===== src/rtl/rx_hold_pkg.sv =====
package rx_hold_pkg;
  parameter int unsigned RXH_DEPTH  = 4;
  parameter int unsigned RXH_DATA_W = 8;

  // kind of slot write performed at the next edge
  typedef enum logic [1:0] {
    WR_NONE    = 2'd0,
    WR_APPEND  = 2'd1,
    WR_REPLACE = 2'd2
  } wr_mode_e;
endpackage


===== src/rtl/rx_hold_admit.sv =====
module rx_hold_admit #(
  parameter int unsigned DATA_W = rx_hold_pkg::RXH_DATA_W
) (
  input  logic              rx_en_i,
  input  logic              byte_vld_i,
  input  logic [DATA_W-1:0] byte_i,
  input  logic              brk_i,
  input  logic              pop_i,
  input  logic              flush_i,
  input  logic              full_i,
  input  logic              empty_i,
  output logic              can_accept_o,
  output logic              push_o,
  output logic [DATA_W-1:0] push_data_o,
  output logic              pop_o
);
  assign can_accept_o = rx_en_i & ~full_i;

  // break wins over an ordinary byte in the same cycle; flush kills both
  always_comb begin
    push_o      = 1'b0;
    push_data_o = '0;
    if (!flush_i) begin
      if (brk_i) begin
        push_o      = 1'b1;
        push_data_o = '0;
      end else if (byte_vld_i && can_accept_o) begin
        push_o      = 1'b1;
        push_data_o = byte_i;
      end
    end
  end

  assign pop_o = pop_i & ~flush_i & ~empty_i;
endmodule


===== src/rtl/rx_hold_ctrl.sv =====
module rx_hold_ctrl
  import rx_hold_pkg::*;
#(
  parameter int unsigned DEPTH = RXH_DEPTH,
  localparam int unsigned PTR_W = (DEPTH > 1) ? $clog2(DEPTH) : 1,
  localparam int unsigned CNT_W = $clog2(DEPTH + 1)
) (
  input  logic             clk_i,
  input  logic             rst_ni,
  input  logic             push_i,
  input  logic             pop_i,
  input  logic             flush_i,
  output wr_mode_e         wr_mode_o,
  output logic [PTR_W-1:0] wr_addr_o,
  output logic [PTR_W-1:0] rd_addr_o,
  output logic             full_o,
  output logic             empty_o
);
  logic [PTR_W-1:0] wr_ptr_q, rd_ptr_q, wr_ptr_d, rd_ptr_d;
  logic [CNT_W-1:0] cnt_q, cnt_d;
  logic             append;

  function automatic logic [PTR_W-1:0] ptr_inc(input logic [PTR_W-1:0] p);
    return (p == PTR_W'(DEPTH - 1)) ? '0 : p + 1'b1;
  endfunction

  function automatic logic [PTR_W-1:0] ptr_dec(input logic [PTR_W-1:0] p);
    return (p == '0) ? PTR_W'(DEPTH - 1) : p - 1'b1;
  endfunction

  assign full_o  = (cnt_q == CNT_W'(DEPTH));
  assign empty_o = (cnt_q == '0);

  // pop is taken first; only a push that still finds no room overwrites
  always_comb begin
    wr_mode_o = WR_NONE;
    if (push_i) wr_mode_o = (full_o && !pop_i) ? WR_REPLACE : WR_APPEND;
  end

  assign append    = (wr_mode_o == WR_APPEND);
  assign wr_addr_o = (wr_mode_o == WR_REPLACE) ? ptr_dec(wr_ptr_q) : wr_ptr_q;
  assign rd_addr_o = rd_ptr_q;

  always_comb begin
    rd_ptr_d = pop_i  ? ptr_inc(rd_ptr_q) : rd_ptr_q;
    wr_ptr_d = append ? ptr_inc(wr_ptr_q) : wr_ptr_q;
    cnt_d    = cnt_q - CNT_W'(pop_i) + CNT_W'(append);
    if (flush_i) begin
      rd_ptr_d = '0;
      wr_ptr_d = '0;
      cnt_d    = '0;
    end
  end

  always_ff @(posedge clk_i or negedge rst_ni) begin
    if (!rst_ni) begin
      wr_ptr_q <= '0;
      rd_ptr_q <= '0;
      cnt_q    <= '0;
    end else begin
      wr_ptr_q <= wr_ptr_d;
      rd_ptr_q <= rd_ptr_d;
      cnt_q    <= cnt_d;
    end
  end

  assert_no_overflow_R2: assert property (@(posedge clk_i) disable iff (!rst_ni)
    cnt_q <= CNT_W'(DEPTH));

  assert_replace_keeps_full_R5: assert property (@(posedge clk_i) disable iff (!rst_ni)
    (push_i && full_o && !pop_i && !flush_i) |=> (full_o && $stable(wr_ptr_q)));

  assert_pop_clears_full_R6: assert property (@(posedge clk_i) disable iff (!rst_ni)
    (pop_i && !push_i && !flush_i) |=> (!full_o && (cnt_q == $past(cnt_q) - 1'b1)));

  assert_flush_empties_R9: assert property (@(posedge clk_i) disable iff (!rst_ni)
    flush_i |=> empty_o);
endmodule


===== src/rtl/rx_hold_store.sv =====
module rx_hold_store
  import rx_hold_pkg::*;
#(
  parameter int unsigned DEPTH  = RXH_DEPTH,
  parameter int unsigned DATA_W = RXH_DATA_W,
  localparam int unsigned PTR_W = (DEPTH > 1) ? $clog2(DEPTH) : 1
) (
  input  logic              clk_i,
  input  logic              rst_ni,
  input  wr_mode_e          wr_mode_i,
  input  logic [PTR_W-1:0]  wr_addr_i,
  input  logic [DATA_W-1:0] wr_data_i,
  input  logic [PTR_W-1:0]  rd_addr_i,
  output logic [DATA_W-1:0] rd_data_o
);
  logic [DATA_W-1:0] slot_q [DEPTH];
  logic              wr_en;

  assign wr_en = (wr_mode_i != WR_NONE);

  for (genvar i = 0; i < DEPTH; i++) begin : g_slot
    always_ff @(posedge clk_i or negedge rst_ni) begin
      if (!rst_ni)                                   slot_q[i] <= '0;
      else if (wr_en && (wr_addr_i == PTR_W'(i)))    slot_q[i] <= wr_data_i;
    end
  end

  assign rd_data_o = slot_q[rd_addr_i];
endmodule


===== src/rtl/rx_hold_fifo.sv =====
module rx_hold_fifo
  import rx_hold_pkg::*;
#(
  parameter int unsigned DEPTH  = RXH_DEPTH,
  parameter int unsigned DATA_W = RXH_DATA_W,
  localparam int unsigned PTR_W = (DEPTH > 1) ? $clog2(DEPTH) : 1
) (
  input  logic              clk_i,
  input  logic              rst_ni,
  input  logic              rx_en_i,
  input  logic              byte_vld_i,
  input  logic [DATA_W-1:0] byte_i,
  input  logic              brk_i,
  input  logic              pop_i,
  input  logic              flush_i,
  output logic [DATA_W-1:0] head_o,
  output logic              rx_rdy_o,
  output logic              ffull_o,
  output logic              can_accept_o
);
  logic              push, pop_eff, full, empty;
  logic [DATA_W-1:0] push_data, rd_data;
  logic [PTR_W-1:0]  wr_addr, rd_addr;
  wr_mode_e          wr_mode;

  rx_hold_admit #(.DATA_W(DATA_W)) u_admit (
    .rx_en_i     (rx_en_i),
    .byte_vld_i  (byte_vld_i),
    .byte_i      (byte_i),
    .brk_i       (brk_i),
    .pop_i       (pop_i),
    .flush_i     (flush_i),
    .full_i      (full),
    .empty_i     (empty),
    .can_accept_o(can_accept_o),
    .push_o      (push),
    .push_data_o (push_data),
    .pop_o       (pop_eff)
  );

  rx_hold_ctrl #(.DEPTH(DEPTH)) u_ctrl (
    .clk_i    (clk_i),
    .rst_ni   (rst_ni),
    .push_i   (push),
    .pop_i    (pop_eff),
    .flush_i  (flush_i),
    .wr_mode_o(wr_mode),
    .wr_addr_o(wr_addr),
    .rd_addr_o(rd_addr),
    .full_o   (full),
    .empty_o  (empty)
  );

  rx_hold_store #(.DEPTH(DEPTH), .DATA_W(DATA_W)) u_store (
    .clk_i    (clk_i),
    .rst_ni   (rst_ni),
    .wr_mode_i(wr_mode),
    .wr_addr_i(wr_addr),
    .wr_data_i(push_data),
    .rd_addr_i(rd_addr),
    .rd_data_o(rd_data)
  );

  assign head_o   = empty ? '0 : rd_data;
  assign rx_rdy_o = ~empty;
  assign ffull_o  = full;

  assert_reject_no_effect_R3: assert property (@(posedge clk_i) disable iff (!rst_ni)
    (byte_vld_i && !can_accept_o && !brk_i && !pop_i && !flush_i)
      |=> ($stable(head_o) && (ffull_o == $past(ffull_o)) && (rx_rdy_o == $past(rx_rdy_o))));

  assert_brk_lands_R4: assert property (@(posedge clk_i) disable iff (!rst_ni)
    (brk_i && !flush_i) |=> rx_rdy_o);

  assert_empty_pop_R7: assert property (@(posedge clk_i) disable iff (!rst_ni)
    (!rx_rdy_o && pop_i && !brk_i && !byte_vld_i && !flush_i) |=> (!rx_rdy_o && !ffull_o));
endmodule


===== config.mk =====
export PLATFORM = sky130hd
export DESIGN_NAME = rx_hold_fifo
export DESIGN_NICKNAME = d
export VERILOG_FILES = /design/src/rtl/rx_hold_pkg.sv /design/src/rtl/rx_hold_admit.sv /design/src/rtl/rx_hold_ctrl.sv /design/src/rtl/rx_hold_store.sv /design/src/rtl/rx_hold_fifo.sv
export SDC_FILE = /design/constraint.sdc
export NUM_CORES = 1
export LEC_CHECK = 0
export BUFFER_PORTS_ARGS = -buffer_cell sky130_fd_sc_hd__buf_4
export CAP_MARGIN = 20
export CORE_MARGIN = 2
export CORE_UTILIZATION = 55
export CTS_CLUSTER_DIAMETER = 40
export DETAILED_ROUTE_END_ITERATION = 16
export GPL_TIMING_DRIVEN = 0
export PLACE_DENSITY = 0.76
export RECOVER_POWER = 25
export SYNTH_ARGS = -nofsm -noshare
export SYNTH_HDL_FRONTEND = slang
export SYNTH_SLANG_ARGS = --single-unit

===== constraint.sdc =====
create_clock -name clk_i -period 2.3 [get_ports clk_i]
set_input_delay 0.23 -clock clk_i [delete_from_list [all_inputs] [get_ports clk_i]]
set_output_delay 0.23 -clock clk_i [all_outputs]
set_load 0.05 [all_outputs]

* Word-level counts from Yosys, hierarchy flattened
Index checks and enable logic that the tools add are counted.
** Operators by class
- Add/sub/neg operators :: 5
- Equality and inequality tests :: 8
- Reductions and logical operators :: 13
- Shift operators :: 0
- $lt $le $gt $ge :: 1
- Bitwise operators :: 7
- Muxes and demuxes :: 21
- Div/mod/pow operators :: 0
- Multiply operators :: 0
** Operators with widths (number)
- $mux W8 :: 6
- $mux W2 :: 10
- $bmux W8 S2 :: 1
- $eq A2 B2 Y1 const B :: 5
- $logic_and A1 B1 Y1 :: 6
- $reduce_bool A2 Y1 :: 3
- $add A2 B1 Y2 const B :: 2
- $eq A2 B1 Y1 const B :: 2
- $logic_not A2 Y1 :: 2
- $add A3 B1 Y3 :: 1
- $and A1 B1 Y1 :: 3
- $eq A3 B3 Y1 const B :: 1
- $ge A3 B3 Y1 const B :: 1
- $logic_not A3 Y1 :: 1
- $mux W1 :: 3
- $mux W3 :: 1
- $not A1 Y1 :: 3
- $not A2 Y3 :: 1
- $sub A3 B1 Y3 :: 1
- $sub A2 B1 Y2 const B :: 1
- $logic_not A1 Y1 :: 1
** Storage, ports and cells
- Output and inout bits :: 11
- Bits in read-only memories :: 0
- Register bits :: 39
- Memories :: 0
- Bits in writable memories :: 0
- Bits in latches :: 0
- Logic and storage cells :: 62
- Bits of input ports :: 15

* Depth between registers and ports, before layout
Gate-level depths: netlist (run 1).
- Depth after elaboration :: 12
- Depth in mapped cells :: 10
- Mapped depth without buffers :: 10

* Cells and area by module
Synthesis (run 1) repeated with hierarchy kept, for this count alone.
** Second synthesis, totals
- Cells, all modules :: 157
- Area total of the unflattened synthesis :: 2163.3 um2
** Modules (own cells, without submodules)
- rx_hold_store :: cells an instance 80, area an instance 1441.4 um2, seq. area each 800.8 um2, times used 1
- rx_hold_ctrl :: cells an instance 44, area an instance 442.9 um2, seq. area each 175.2 um2, times used 1
- rx_hold_admit :: cells an instance 24, area an instance 225.2 um2, seq. area each 0.0 um2, times used 1
- rx_hold_fifo :: cells an instance 9, area an instance 53.8 um2, seq. area each 0.0 um2, times used 1

* Least setup slack after synthesis (run 1)
Ideal clock, no wire load.
- Path type :: register to register
- Start point :: register u_ctrl.cnt_q[1]
- End point :: register u_store.slot_q[17] (netlist bit)
- Slack :: -361 ps
- Required time :: 2173 ps
- Cell stages (with the launch flop) :: 5
- Buffers on the path :: 0
- Arrival :: 2534 ps
- Cells stage by stage :: dfrtp_1 -> nor3b_1 -> and4b_1 -> and2_1 -> mux2_1
** On the way
- Cells in the longest elaborated chain, start to end :: 12
- Elaborated cells between the ends (all ways) :: 22
** Ends and longest elaborated chain
- start, declared :: line rx_hold_ctrl.sv:20 : logic [CNT_W-1:0] cnt_q, cnt_d;
- start signal, assigned :: line rx_hold_ctrl.sv:63 : cnt_q <= cnt_d;
- $eq A3 B3 Y1 * :: line rx_hold_ctrl.sv:31 : assign full_o = (cnt_q == CNT_W'(DEPTH));
- via ffull_o :: line rx_hold_fifo.sv:18 : output logic ffull_o,
- $not A1 Y1 :: line rx_hold_admit.sv:17 : assign can_accept_o = rx_en_i & ~full_i;
- $and A1 B1 Y1 :: line rx_hold_admit.sv:17
- $logic_and A1 B1 Y1 :: line rx_hold_admit.sv:27 : end else if (byte_vld_i && can_accept_o) begin
- $mux W1 :: line rx_hold_admit.sv:27
- $mux W1 :: line rx_hold_admit.sv:24 : if (brk_i) begin
- $mux W1 :: line rx_hold_admit.sv:23 : if (!flush_i) begin
- $mux W2 :: line rx_hold_ctrl.sv:37 : if (push_i) wr_mode_o = (full_o && !pop_i) ? WR_REPLACE : WR_APPEND;
- $eq A2 B2 Y1 :: line rx_hold_ctrl.sv:41 : assign wr_addr_o = (wr_mode_o == WR_REPLACE) ? ptr_dec(wr_ptr_q) : wr_ptr_q;
- $mux W2 :: line rx_hold_ctrl.sv:41
- $eq A2 B1 Y1 :: line rx_hold_store.sv:24 : else if (wr_en && (wr_addr_i == PTR_W'(i))) slot_q[i] <= wr_data_i;
- $logic_and A1 B1 Y1 :: line rx_hold_store.sv:24
- end signal, assigned by index :: line rx_hold_store.sv:24
- end, declared :: line rx_hold_store.sv:16 : logic [DATA_W-1:0] slot_q [DEPTH];
The timed path passes the listed nets; every way through them passes the cells marked *.
A chain may end at the register's enable or synchronous reset.

* Worst setup path in the final report (run 1)
- Start point :: register u_ctrl.cnt_q[0]
- End point :: register u_store.slot_q[6] (netlist bit)
** On the way
- Cells in the longest elaborated chain, start to end :: 12
- Elaborated cells between the ends (all ways) :: 22
** Ends and longest elaborated chain (line)
- $eq A3 B3 Y1 :: rx_hold_ctrl.sv:31
- $not A1 Y1 :: rx_hold_admit.sv:17
- $and A1 B1 Y1 :: rx_hold_admit.sv:17
- $logic_and A1 B1 Y1 :: rx_hold_admit.sv:27
- $mux W1 :: rx_hold_admit.sv:27
- $mux W1 :: rx_hold_admit.sv:24
- $mux W1 :: rx_hold_admit.sv:23
- $mux W2 :: rx_hold_ctrl.sv:37
- $eq A2 B2 Y1 :: rx_hold_ctrl.sv:41
- $mux W2 :: rx_hold_ctrl.sv:41
- $eq A2 B2 Y1 :: rx_hold_store.sv:24
- $logic_and A1 B1 Y1 :: rx_hold_store.sv:24
Several ways; a longest one is shown, not always the timed one.

==> key figures, run 1 <==
Run status
  • Outcome: complete, no violations

Timing
  • Worst slew margin: 0.340
  • Final hold vios: 0
  • Min setup slack post-route: 0.0595 ns
  • Fin Clk Skew: 0.00421 ns
  • Max-slew violation count: 0
  • Fin crit period: 2.24 ns
  • Worst Tran Pin Value: 0.989 ns
  • Final Setup Violations: 0
  • Max Clk Rate: 446 MHz
  • RSZ-0062 raised after global routing: true
  • Crit share post-route: 0.974
  • Hold slack: 0.239 ns

Run
  • Max-cap violation count: 0

Clocking
  • CTS clk-pin slew, worst paths: 0.08 ns
  • CTS Root Buffer Type: clkbuf_8
  • Htree depth: 2
  • Clock Path Buffers: 2
  • Skew-Pair Late Insertion Delay: 0.29 ns
  • Clock Sinks: 39
  • CTS tree: yes
  • CTS Buf Count: 5

Setup path
  • Data arrival, critical path: 2.42 ns
  • Startpoint type of the worst setup path: flop
  • CP top delay family: multiplexers
  • CP peak stage delay: 0.45 ns
  • Most frequent CP cell: mux2_2
  • Setup crit end kind: flop
  • Required @ worst endpoint: 2.48 ns
  • Worst path bufs/invs: 1
  • CP Cell Sequence: nor4b_4, mux2_2, nor4_4, buf_4, mux2_2
  • CP max FO: 5
  • Worst path slowest cell: dfrtp_2
  • Crit Path Class: reg2reg

Synth
  • Synth warn: 0
  • Multiplexer share of the synthesized area: 0.283
  • Largest family of logic cells by synthesized area: multiplexers
  • Seq/Total Area, Yosys: 0.475
  • Synth unique cells: 29
  • Syn Area/Cell: 13.6 sq um
  • Leading area contributor after synthesis: dfrtp_1
  • Post-synthesis instance total: 151
  • Xor/xnor share of the synthesized area: 0.00853
  • Synth Area in Compound Gates: 0.0256
  • Synth Area in Simple Gates: 0.146
  • Net Count, Synth: 172
  • Synth top area share: 0.475
  • Ranking of synthesized cells by area: dfrtp_1 48%, mux2_2 18%, mux4_2 8.8%
  • Synth Register Bits: 39
  • Post-Synth Adder-Cell Area: 0.0402
  • Post-Syn Area: 0.00205 sq mm

Global routing
  • First-pass GRT wire length: 7050 um
  • Vias in the first global route: 1462
  • Initial antenna violation count: 0
  • Largest net degree at the start of global routing: 40
  • Grt ovf: 0
  • GRT Total Usage: 0.229

Die
  • Die area: 0.00424 sq mm
  • Initial Util: 0.565
  • Die width: 65.1 um
  • Die Y: 65.1 um
  • Row count: 22
  • # IOs: 26
  • Area of the core: 0.00363 sq mm

Cells and area
  • Syn-to-layout area delta: 21.7%
  • Layout cell share with drive strength beyond 1: 0.492
  • Most frequent cells in the layout: 37 x dfrtp_1, 32 x mux2_2, 31 x buf_4
  • NumNets Final: 213
  • Commonest non-fill, non-tap cell in the layout: dfrtp_1
  • Fillers: 269
  • Final instance area: 0.00250 sq mm
  • Utilization after layout: 0.688
  • ANT cells: 0

Routing
  • DR vias/cell: 5.51
  • Avg WL per Cell: 17.1 um
  • 1st-pass router iterations: 2
  • Final WL: 4130 um
  • Routed vias: 1329
  • Detail Route Antenna Nets: 0
  • DR iter-0 viols: 66
  • DRC viols: 0

Pwr
  • VDD IR-drop max: 0.523 mV
  • Pleak: 1.21 nW
  • Power density cells: 857 mW/mm^2
  • Tot Pwr: 2.14 mW

Placed design
  • Pre-CTS setup slack: -0.115 ns
  • IO buf count: 25
  • DP HPWL: 2820 um
  • Cell Area, Placed: 0.00231 sq mm
  • GPL Wtd Cong: 0.771

Worst hold path
  • Hold WC Path Type: in2reg
[per-stage QoR]
stage	cells	setup TNS [ns]
floorplan	151	0
global placement	224	-0.670
detailed placement	224	-1.25
CTS	237	0
global route	241	-0.516
finish	241	0
[sequential cells by signal (all words and copies together) (netlist names)]
name,cells
u_store.slot_q,32
u_ctrl.cnt_q,3
u_ctrl.rd_addr_o,2
u_ctrl.wr_ptr_q,2
[synth_stat cells]
cell type  instances
buf_2              1
nor3b_1            1
mux2i_1            3
xnor2_1            1
and4b_1            1
mux4_2             8
nor3_1             2
o211ai_2           2
clkbuf_1           4
fa_1               1
nor4b_4            1
or3_1              2
dfrtp_1           39
inv_1              6
nand3_1            1
and2_1            16
a21oi_1            3
and4_1             1
mux2_1             1
nor2_1             8
or3_4              1
a31oi_2            1
nand2_1            3
ha_1               5
nor4_4             2
mux2_2            32
xor2_1             1
nor2b_1            3
nor4b_1            1
[where the power goes]
part / leakage, nW / internal, mW / switching (mW) / total, mW
clock network: 0.0412 / 0.212 / 0.242 / 0.453
logic: 0.630 / 0.371 / 0.460 / 0.831
registers: 0.535 / 0.777 / 0.0786 / 0.856
total: 1.21 / 1.36 / 0.780 / 2.14
[kinds of logic (layout without fill, tap and decap cells)]
logic type / after synthesis / after routing
muxes: 44 / 44
and+or+nand+nor: 43 / 43
DFF: 39 / 39
buffers and inverters: 11 / 53
adders and majority gates: 6 / 6
AOI/OAI and AO/OA: 6 / 6
xor gates and xnor gates: 2 / 2
[worst register-to-register path, stage by stage (launching register included)]
cell and delay, ns:
dfrtp_2 0.45, nor4b_4 0.40, mux2_2 0.43, nor4_4 0.31, buf_4 0.20, mux2_2 0.34
[per-layer routing]
metal,GRT usage,up-vias,wire length (um)
li1,-,621,-
met1,0.274,675,1690
met2,0.398,25,2260
met3,0.0565,8,120
met4,0.0938,0,63
met5,0,-,0
[repair_timing]
item	4_1_cts	5_1_grt
gates cloned	0	0
pin swaps	3	2
hold buffers	1	0
hold endpoints to repair	39	0
gates resized for setup	3	5
setup endpoints to repair	25	30
buffers inserted	4	4
[final cells by class]
class / count / area [sq um] / share of cell area
inverters: 6 / 22.5 / 0.00901
well taps: 48 / 60.1 / 0.0240
clock buffers: 6 / 72.6 / 0.0290
clock inverters: 2 / 12.5 / 0.00501
plain buffers: 5 / 21.3 / 0.00851
multi-input cells: 101 / 1060 / 0.426
flip-flops and latches: 39 / 978 / 0.392
repair buffers: 34 / 268 / 0.107
[final timing paths]
path | start | endpoint | slack [ns] | cells after the start
worst max-delay path | u_ctrl.cnt_q[0]$_DFF_PN0_ | u_store.slot_q[6]$_DFFE_PN0P_ | 0.06 | 5
max in group asynchronous | rst_ni | u_ctrl.cnt_q[1]$_DFF_PN0_ | 0.99 | 2
min in group asynchronous | rst_ni | u_ctrl.wr_ptr_q[0]$_DFFE_PN0P_ | 0.63 | 2
worst min-delay path | pop_i | u_ctrl.rd_addr_o[1]$_DFFE_PN0P_ | 0.24 | 3
worst min register to register | u_store.slot_q[17]$_DFFE_PN0P_ | u_store.slot_q[17]$_DFFE_PN0P_ | 0.51 | 1
worst max register to register | u_ctrl.cnt_q[0]$_DFF_PN0_ | u_store.slot_q[6]$_DFFE_PN0P_ | 0.06 | 5
(Power assumes the default switching activity.)
==> run 2, diff against run 1 <==
--- a/config.mk
+++ b/config.mk
@@ -5,9 +5,8 @@
 export SDC_FILE = /design/constraint.sdc
 export NUM_CORES = 1
 export LEC_CHECK = 0
-export BUFFER_PORTS_ARGS = -buffer_cell sky130_fd_sc_hd__buf_4
+export BUFFER_PORTS_ARGS = -buffer_cell sky130_fd_sc_hd__buf_2
 export CAP_MARGIN = 20
-export CORE_MARGIN = 2
 export CORE_UTILIZATION = 55
 export CTS_CLUSTER_DIAMETER = 40
 export DETAILED_ROUTE_END_ITERATION = 16
==> run 2 against run 1 <==
Compared with the run above: sequential cell count unchanged; maximum frequency decreased by 1.6%; via count increased by 2.6%; sequential power about the same; first-iteration DRC count increased by 15%.
==> key figures, run 2 (same netlist as run 1, synthesis figures left out) <==
Run status
  • Outcome: complete, no violations

Setup path
  • Data arrival, critical path: 2.43 ns
  • R2R Path Start: u_ctrl.cnt_q[0]$_DFF_PN0_
  • R2r worst-path depth: 10
  • Required @ worst endpoint: 2.45 ns
  • Startpoint type of the worst setup path: flop
  • CP max FO: 4
  • R2r endpoint: u_ctrl.cnt_q[2]$_DFF_PN0_
  • CP Cell Sequence: or3_4, nand2_4, nor2_1, ha_1, inv_1, ha_1, inv_1, fa_1, xnor2_1, nor2_1
  • CP peak stage delay: 0.44 ns
  • Worst path slowest cell: dfrtp_2
  • FF-to-FF setup slack: 0.02 ns
  • Crit Path Class: reg2reg
  • Setup crit end kind: flop

Clocking
  • CTS tree: yes
  • Clock Sinks: 39
  • Skew-Pair Late Insertion Delay: 0.29 ns
  • CTS clk-pin slew, worst paths: 0.08 ns
  • CTS Buf Count: 5
  • Hold_buf cts: 0
  • CTS Root Buffer Type: clkbuf_8
  • Htree depth: 2
  • Clock Path Buffers: 2

Cells and area
  • NumNets Final: 216
  • Utilization after layout: 0.710
  • Layout cell share with drive strength beyond 1: 0.505
  • Area of the multi-input gates: 0.00108 sq mm
  • Largest register FFs: 32
  • Biggest register: u_store.slot_q
  • Most frequent cells in the layout: 37 x dfrtp_1, 31 x mux2_2, 26 x buf_2
  • Commonest non-fill, non-tap cell in the layout: dfrtp_1
  • Largest regs: u_store.slot_q (32), u_ctrl.cnt_q (3)
  • Final instance area: 0.00246 sq mm
  • Register Area: 978 sq um
  • ANT cells: 0
  • Fillers: 258
  • Syn-to-layout area delta: 20.0%

Timing
  • Final hold vios: 0
  • Final Setup Violations: 0
  • Fin crit period: 2.28 ns
  • Crit share post-route: 0.990
  • Worst Tran Pin Value: 0.845 ns
  • Max Clk Rate: 439 MHz
  • Min setup slack post-route: 0.0220 ns
  • Fin Clk Skew: 0.00929 ns
  • Worst slew margin: 0.437
  • Max-slew violation count: 0
  • RSZ-0062 raised after global routing: true
  • Hold slack: 0.0464 ns

Routing
  • Avg WL per Cell: 16.9 um
  • DR iter-0 viols: 76
  • Wire length on met2: 2160 um
  • 1st-pass router iterations: 4
  • Routed vias: 1363
  • Final WL: 4080 um
  • Met3 Routed Length: 158 um
  • Detail Route Antenna Nets: 0
  • Met1 WL: 1670 um
  • Max Used Layer: met4
  • DRC viols: 0
  • DR vias/cell: 5.63

Die
  • Die Y: 63.1 um
  • Die width: 63.1 um
  • # IOs: 26
  • Area of the core: 0.00347 sq mm
  • Die area: 0.00398 sq mm
  • Initial Util: 0.592
  • Row count: 21

Global routing
  • Largest net degree at the start of global routing: 40
  • Grt ovf: 0
  • Initial antenna violation count: 0
  • GRT Total Usage: 0.228
  • Vias in the first global route: 1475
  • First-pass GRT wire length: 6740 um

Placed design
  • Pre-CTS setup slack: -0.162 ns
  • IO buf count: 25
  • GPL Wtd Cong: 0.756
  • Cell Area, Placed: 0.00224 sq mm
  • DP HPWL: 2680 um

Pwr
  • Power density cells: 872 mW/mm^2
  • Tot Pwr: 2.15 mW
  • Pleak: 1.22 nW
  • VDD IR-drop max: 0.456 mV

Worst hold path
  • Hold WC Path Type: in2async

Run
  • Max-cap violation count: 0
-- run 2: worst max-delay path by stage --
stage / start / to / slack [ns]
2_1_floorplan: u_ctrl.cnt_q[1]$_DFF_PN0_ / u_ctrl.cnt_q[2]$_DFF_PN0_ / 0.17
3_3_place_gp: u_ctrl.cnt_q[1]$_DFF_PN0_ / u_store.slot_q[0]$_DFFE_PN0P_ / -0.07
5_1_grt: u_ctrl.cnt_q[2]$_DFF_PN0_ / u_ctrl.cnt_q[2]$_DFF_PN0_ / -0.07
4_1_cts: u_ctrl.cnt_q[0]$_DFF_PN0_ / u_ctrl.cnt_q[2]$_DFF_PN0_ / 0.02
3_5_place_dp: u_ctrl.cnt_q[1]$_DFF_PN0_ / u_store.slot_q[6]$_DFFE_PN0P_ / -0.16
6_report: u_ctrl.cnt_q[0]$_DFF_PN0_ / u_ctrl.cnt_q[2]$_DFF_PN0_ / 0.02
-- run 2: critical path, delay by kind of cell (launching register included) --
family	cells	cell delay, ns
XOR/XNOR	1	0.16
AND/OR/NAND/NOR	4	0.61
buffers and inverters	2	0.11
flip-flops	1	0.44
adder cells (fa/ha/maj)	3	0.83
-- run 2: per-stage QoR --
| stage | TNS (ns) | std cells |
|---|---|---|
| 4_1_cts | 0 | 237 |
| 3_3_place_gp | -0.594 | 222 |
| 6_report | 0 | 242 |
| 2_1_floorplan | 0 | 151 |
| 3_5_place_dp | -1.98 | 222 |
| 5_1_grt | -0.0846 | 242 |
-- run 2: what timing repair did --
item	4_1_cts	5_1_grt
setup endpoints to repair	25	25
pin swaps	2	2
gates resized for setup	4	7
setup buffers	7	5
-- run 2: power breakdown --
part           leakage, nW  switching, mW  internal [mW]
registers            0.535         0.0753          0.778
logic                0.640          0.483          0.370
clock network       0.0412          0.231          0.212
-- run 2: layer usage --
metal / track usage / up-vias
li1: - / 633
met1: 0.278 / 685
met2: 0.392 / 35
met3: 0.0562 / 10
met4: 0.0814 / 0
met5: 0 / -
-- run 2: final cells by class --
type                    instances  share of cell area
multi-input cells             101               0.438
inverters                       6             0.00914
flip-flops and latches         39               0.397
clock inverters                 2             0.00508
well taps                      46              0.0234
clock buffers                   6              0.0295
repair buffers                 37              0.0889
plain buffers                   5             0.00863
==> run 3, diff against run 2 <==
--- a/config.mk
+++ b/config.mk
@@ -7,6 +7,7 @@
 export LEC_CHECK = 0
 export BUFFER_PORTS_ARGS = -buffer_cell sky130_fd_sc_hd__buf_2
 export CAP_MARGIN = 20
+export CORE_ASPECT_RATIO = 0.8
 export CORE_UTILIZATION = 55
 export CTS_CLUSTER_DIAMETER = 40
 export DETAILED_ROUTE_END_ITERATION = 16
==> run 3 against run 2 <==
Compared with the run above: sequential share of layout area is 0.59 points higher; maximum frequency decreased by 0.12%; clock-buffer cell count unchanged; non-clock buffer count down 3; first-iteration DRC count down 16%; total power is 0.69% lower; setup slack worse by 0.0028 ns; sequential cell count unchanged.
==> key figures, run 3 (same netlist as run 1, synthesis figures left out) <==
Global routing
  • Largest net degree at the start of global routing: 40
  • GRT Total Usage: 0.232
  • Initial antenna violation count: 0
  • First-pass GRT wire length: 6750 um
  • Vias in the first global route: 1386
  • Grt ovf: 0

Timing
  • Setup_tns: 0 ns
  • Max-slew violation count: 0
  • Min setup slack post-route: 0.0192 ns
  • Worst Tran Pin Value: 0.862 ns
  • Worst slew margin: 0.425
  • Fin crit period: 2.28 ns
  • Final Setup Violations: 0
  • Fin Clk Skew: 0.00546 ns
  • Hold slack: 0.0537 ns
  • Final hold vios: 0
  • Crit share post-route: 0.992
  • Max Clk Rate: 438 MHz

Worst hold path
  • Hold WC Path Type: in2async

Cells and area
  • Largest regs: u_store.slot_q (32), u_ctrl.cnt_q (3)
  • Commonest non-fill, non-tap cell in the layout: dfrtp_1
  • NumNets Final: 213
  • Most frequent cells in the layout: 37 x dfrtp_1, 31 x mux2_2, 26 x buf_2
  • ANT cells: 0
  • Register Area: 978 sq um
  • Fillers: 250
  • Final instance area: 0.00243 sq mm
  • Largest register FFs: 32
  • Biggest register: u_store.slot_q
  • Area of the multi-input gates: 0.00107 sq mm
  • Layout cell share with drive strength beyond 1: 0.500
  • Syn-to-layout area delta: 18.2%

Routing
  • Routed vias: 1359
  • Avg WL per Cell: 17.7 um
  • 1st-pass router iterations: 4
  • DR vias/cell: 5.81
  • Detail Route Antenna Nets: 0
  • Final WL: 4150 um
  • DRC viols: 0
  • DR iter-0 viols: 64

Setup path
  • Crit Path Class: reg2reg
  • CP max FO: 6
  • Worst path slowest cell: dfrtp_2
  • Data arrival, critical path: 2.45 ns
  • Required @ worst endpoint: 2.47 ns
  • Startpoint type of the worst setup path: flop
  • R2R Path Start: u_ctrl.cnt_q[1]$_DFF_PN0_
  • CP peak stage delay: 0.48 ns
  • Setup crit end kind: flop
  • Crit path from: u_ctrl.cnt_q[1]$_DFF_PN0_
  • CP Cell Sequence: nor4b_4, mux2_4, nor4_4, buf_4, mux2_2

Clocking
  • Clock Sinks: 39
  • CTS Root Buffer Type: clkbuf_8
  • Clock Path Buffers: 2
  • CTS clk-pin slew, worst paths: 0.07 ns
  • Skew-Pair Late Insertion Delay: 0.29 ns
  • Htree depth: 2
  • CTS Buf Count: 5
  • CTS tree: yes

Die
  • Die area: 0.00398 sq mm
  • Area of the core: 0.00349 sq mm
  • Row count: 19
  • Initial Util: 0.588
  • Die width: 70.3 um
  • Die Y: 56.7 um
  • # IOs: 26

Placed design
  • Pre-CTS setup slack: -0.113 ns
  • IO buf count: 25
  • GPL Wtd Cong: 0.705
  • DP HPWL: 2690 um
  • Cell Area, Placed: 0.00224 sq mm

Run
  • Max-cap violation count: 0

Pwr
  • VDD IR-drop max: 0.563 mV
  • Pleak: 1.20 nW
  • Power density cells: 879 mW/mm^2

Run status
  • Outcome: complete, no violations
run 3: cell count changes in the layout (fill, tap and decap cells not counted):
cell,change
buf_4,-2
clkbuf_8,+1
nor4b_1,+1
clkinvlp_4,-1
mux2i_2,+1
clkbuf_1,-1
nor4b_2,-1
buf_6,-1
mux2i_1,-1
nand2_2,+1
nand2_4,-1
run 3: routing by layer:
metal | share of wire | global-route usage | wire length, um
met1 | 0.44 | 0.308 | 1810
met2 | 0.50 | 0.380 | 2090
met3 | 0.046 | 0.0521 | 190
met5 | 0 | 0 | 0
met4 | 0.013 | 0.0771 | 54
run 3: worst max-delay path: cells and delay by family (launching register included):
| family | cells | cell delay, ns |
|---|---|---|
| and+or+nand+nor | 2 | 0.76 |
| DFF | 1 | 0.48 |
| buffers and inverters | 1 | 0.21 |
| muxes | 2 | 0.72 |
run 3: repair_timing:
| item | 4_1_cts | 5_1_grt |
|---|---|---|
| pin swaps | 2 | 2 |
| resized for setup | 1 | 8 |
| hold buffers | 0 | 0 |
| setup endpoints to repair | 24 | 26 |
| setup buffers | 4 | 5 |
run 3: path summary, 6_finish.rpt:
path                                                   end  slack, ns  cells after the start
setup / recovery             u_store.slot_q[3]$_DFFE_PN0P_       0.02                      5
hold / removal              u_ctrl.wr_ptr_q[0]$_DFFE_PN0P_       0.05                      1
setup reg to reg             u_store.slot_q[3]$_DFFE_PN0P_       0.02                      5
hold reg to reg             u_store.slot_q[17]$_DFFE_PN0P_       0.50                      1
max in group asynchronous        u_ctrl.cnt_q[1]$_DFF_PN0_       1.65                      1
min in group clk_i         u_ctrl.rd_addr_o[1]$_DFFE_PN0P_       0.24                      3
run 3: through the flow:
stage               utilization  total power [mW]  cells
detailed placement        0.640              1.57    218
CTS                       0.674              2.04    229
finish                    0.695              2.13    234
global route              0.695              2.26    234
floorplan                     -              1.40    151
global placement          0.640              1.54    218
run 3: power by group:
part / switching [mW] / total (mW) / internal [mW]
registers: 0.0830 / 0.861 / 0.778
logic: 0.469 / 0.817 / 0.348
clock network: 0.222 / 0.457 / 0.235
run 3: area by class of cell:
class | instances | area share
inverters | 6 | 0.00928
well taps | 42 | 0.0216
flip-flops and latches | 39 | 0.403
clock inverters | 1 | 0.00206
clock buffers | 6 | 0.0340
repair buffers | 34 | 0.0794
plain buffers | 5 | 0.00876
multi-input cells | 101 | 0.442
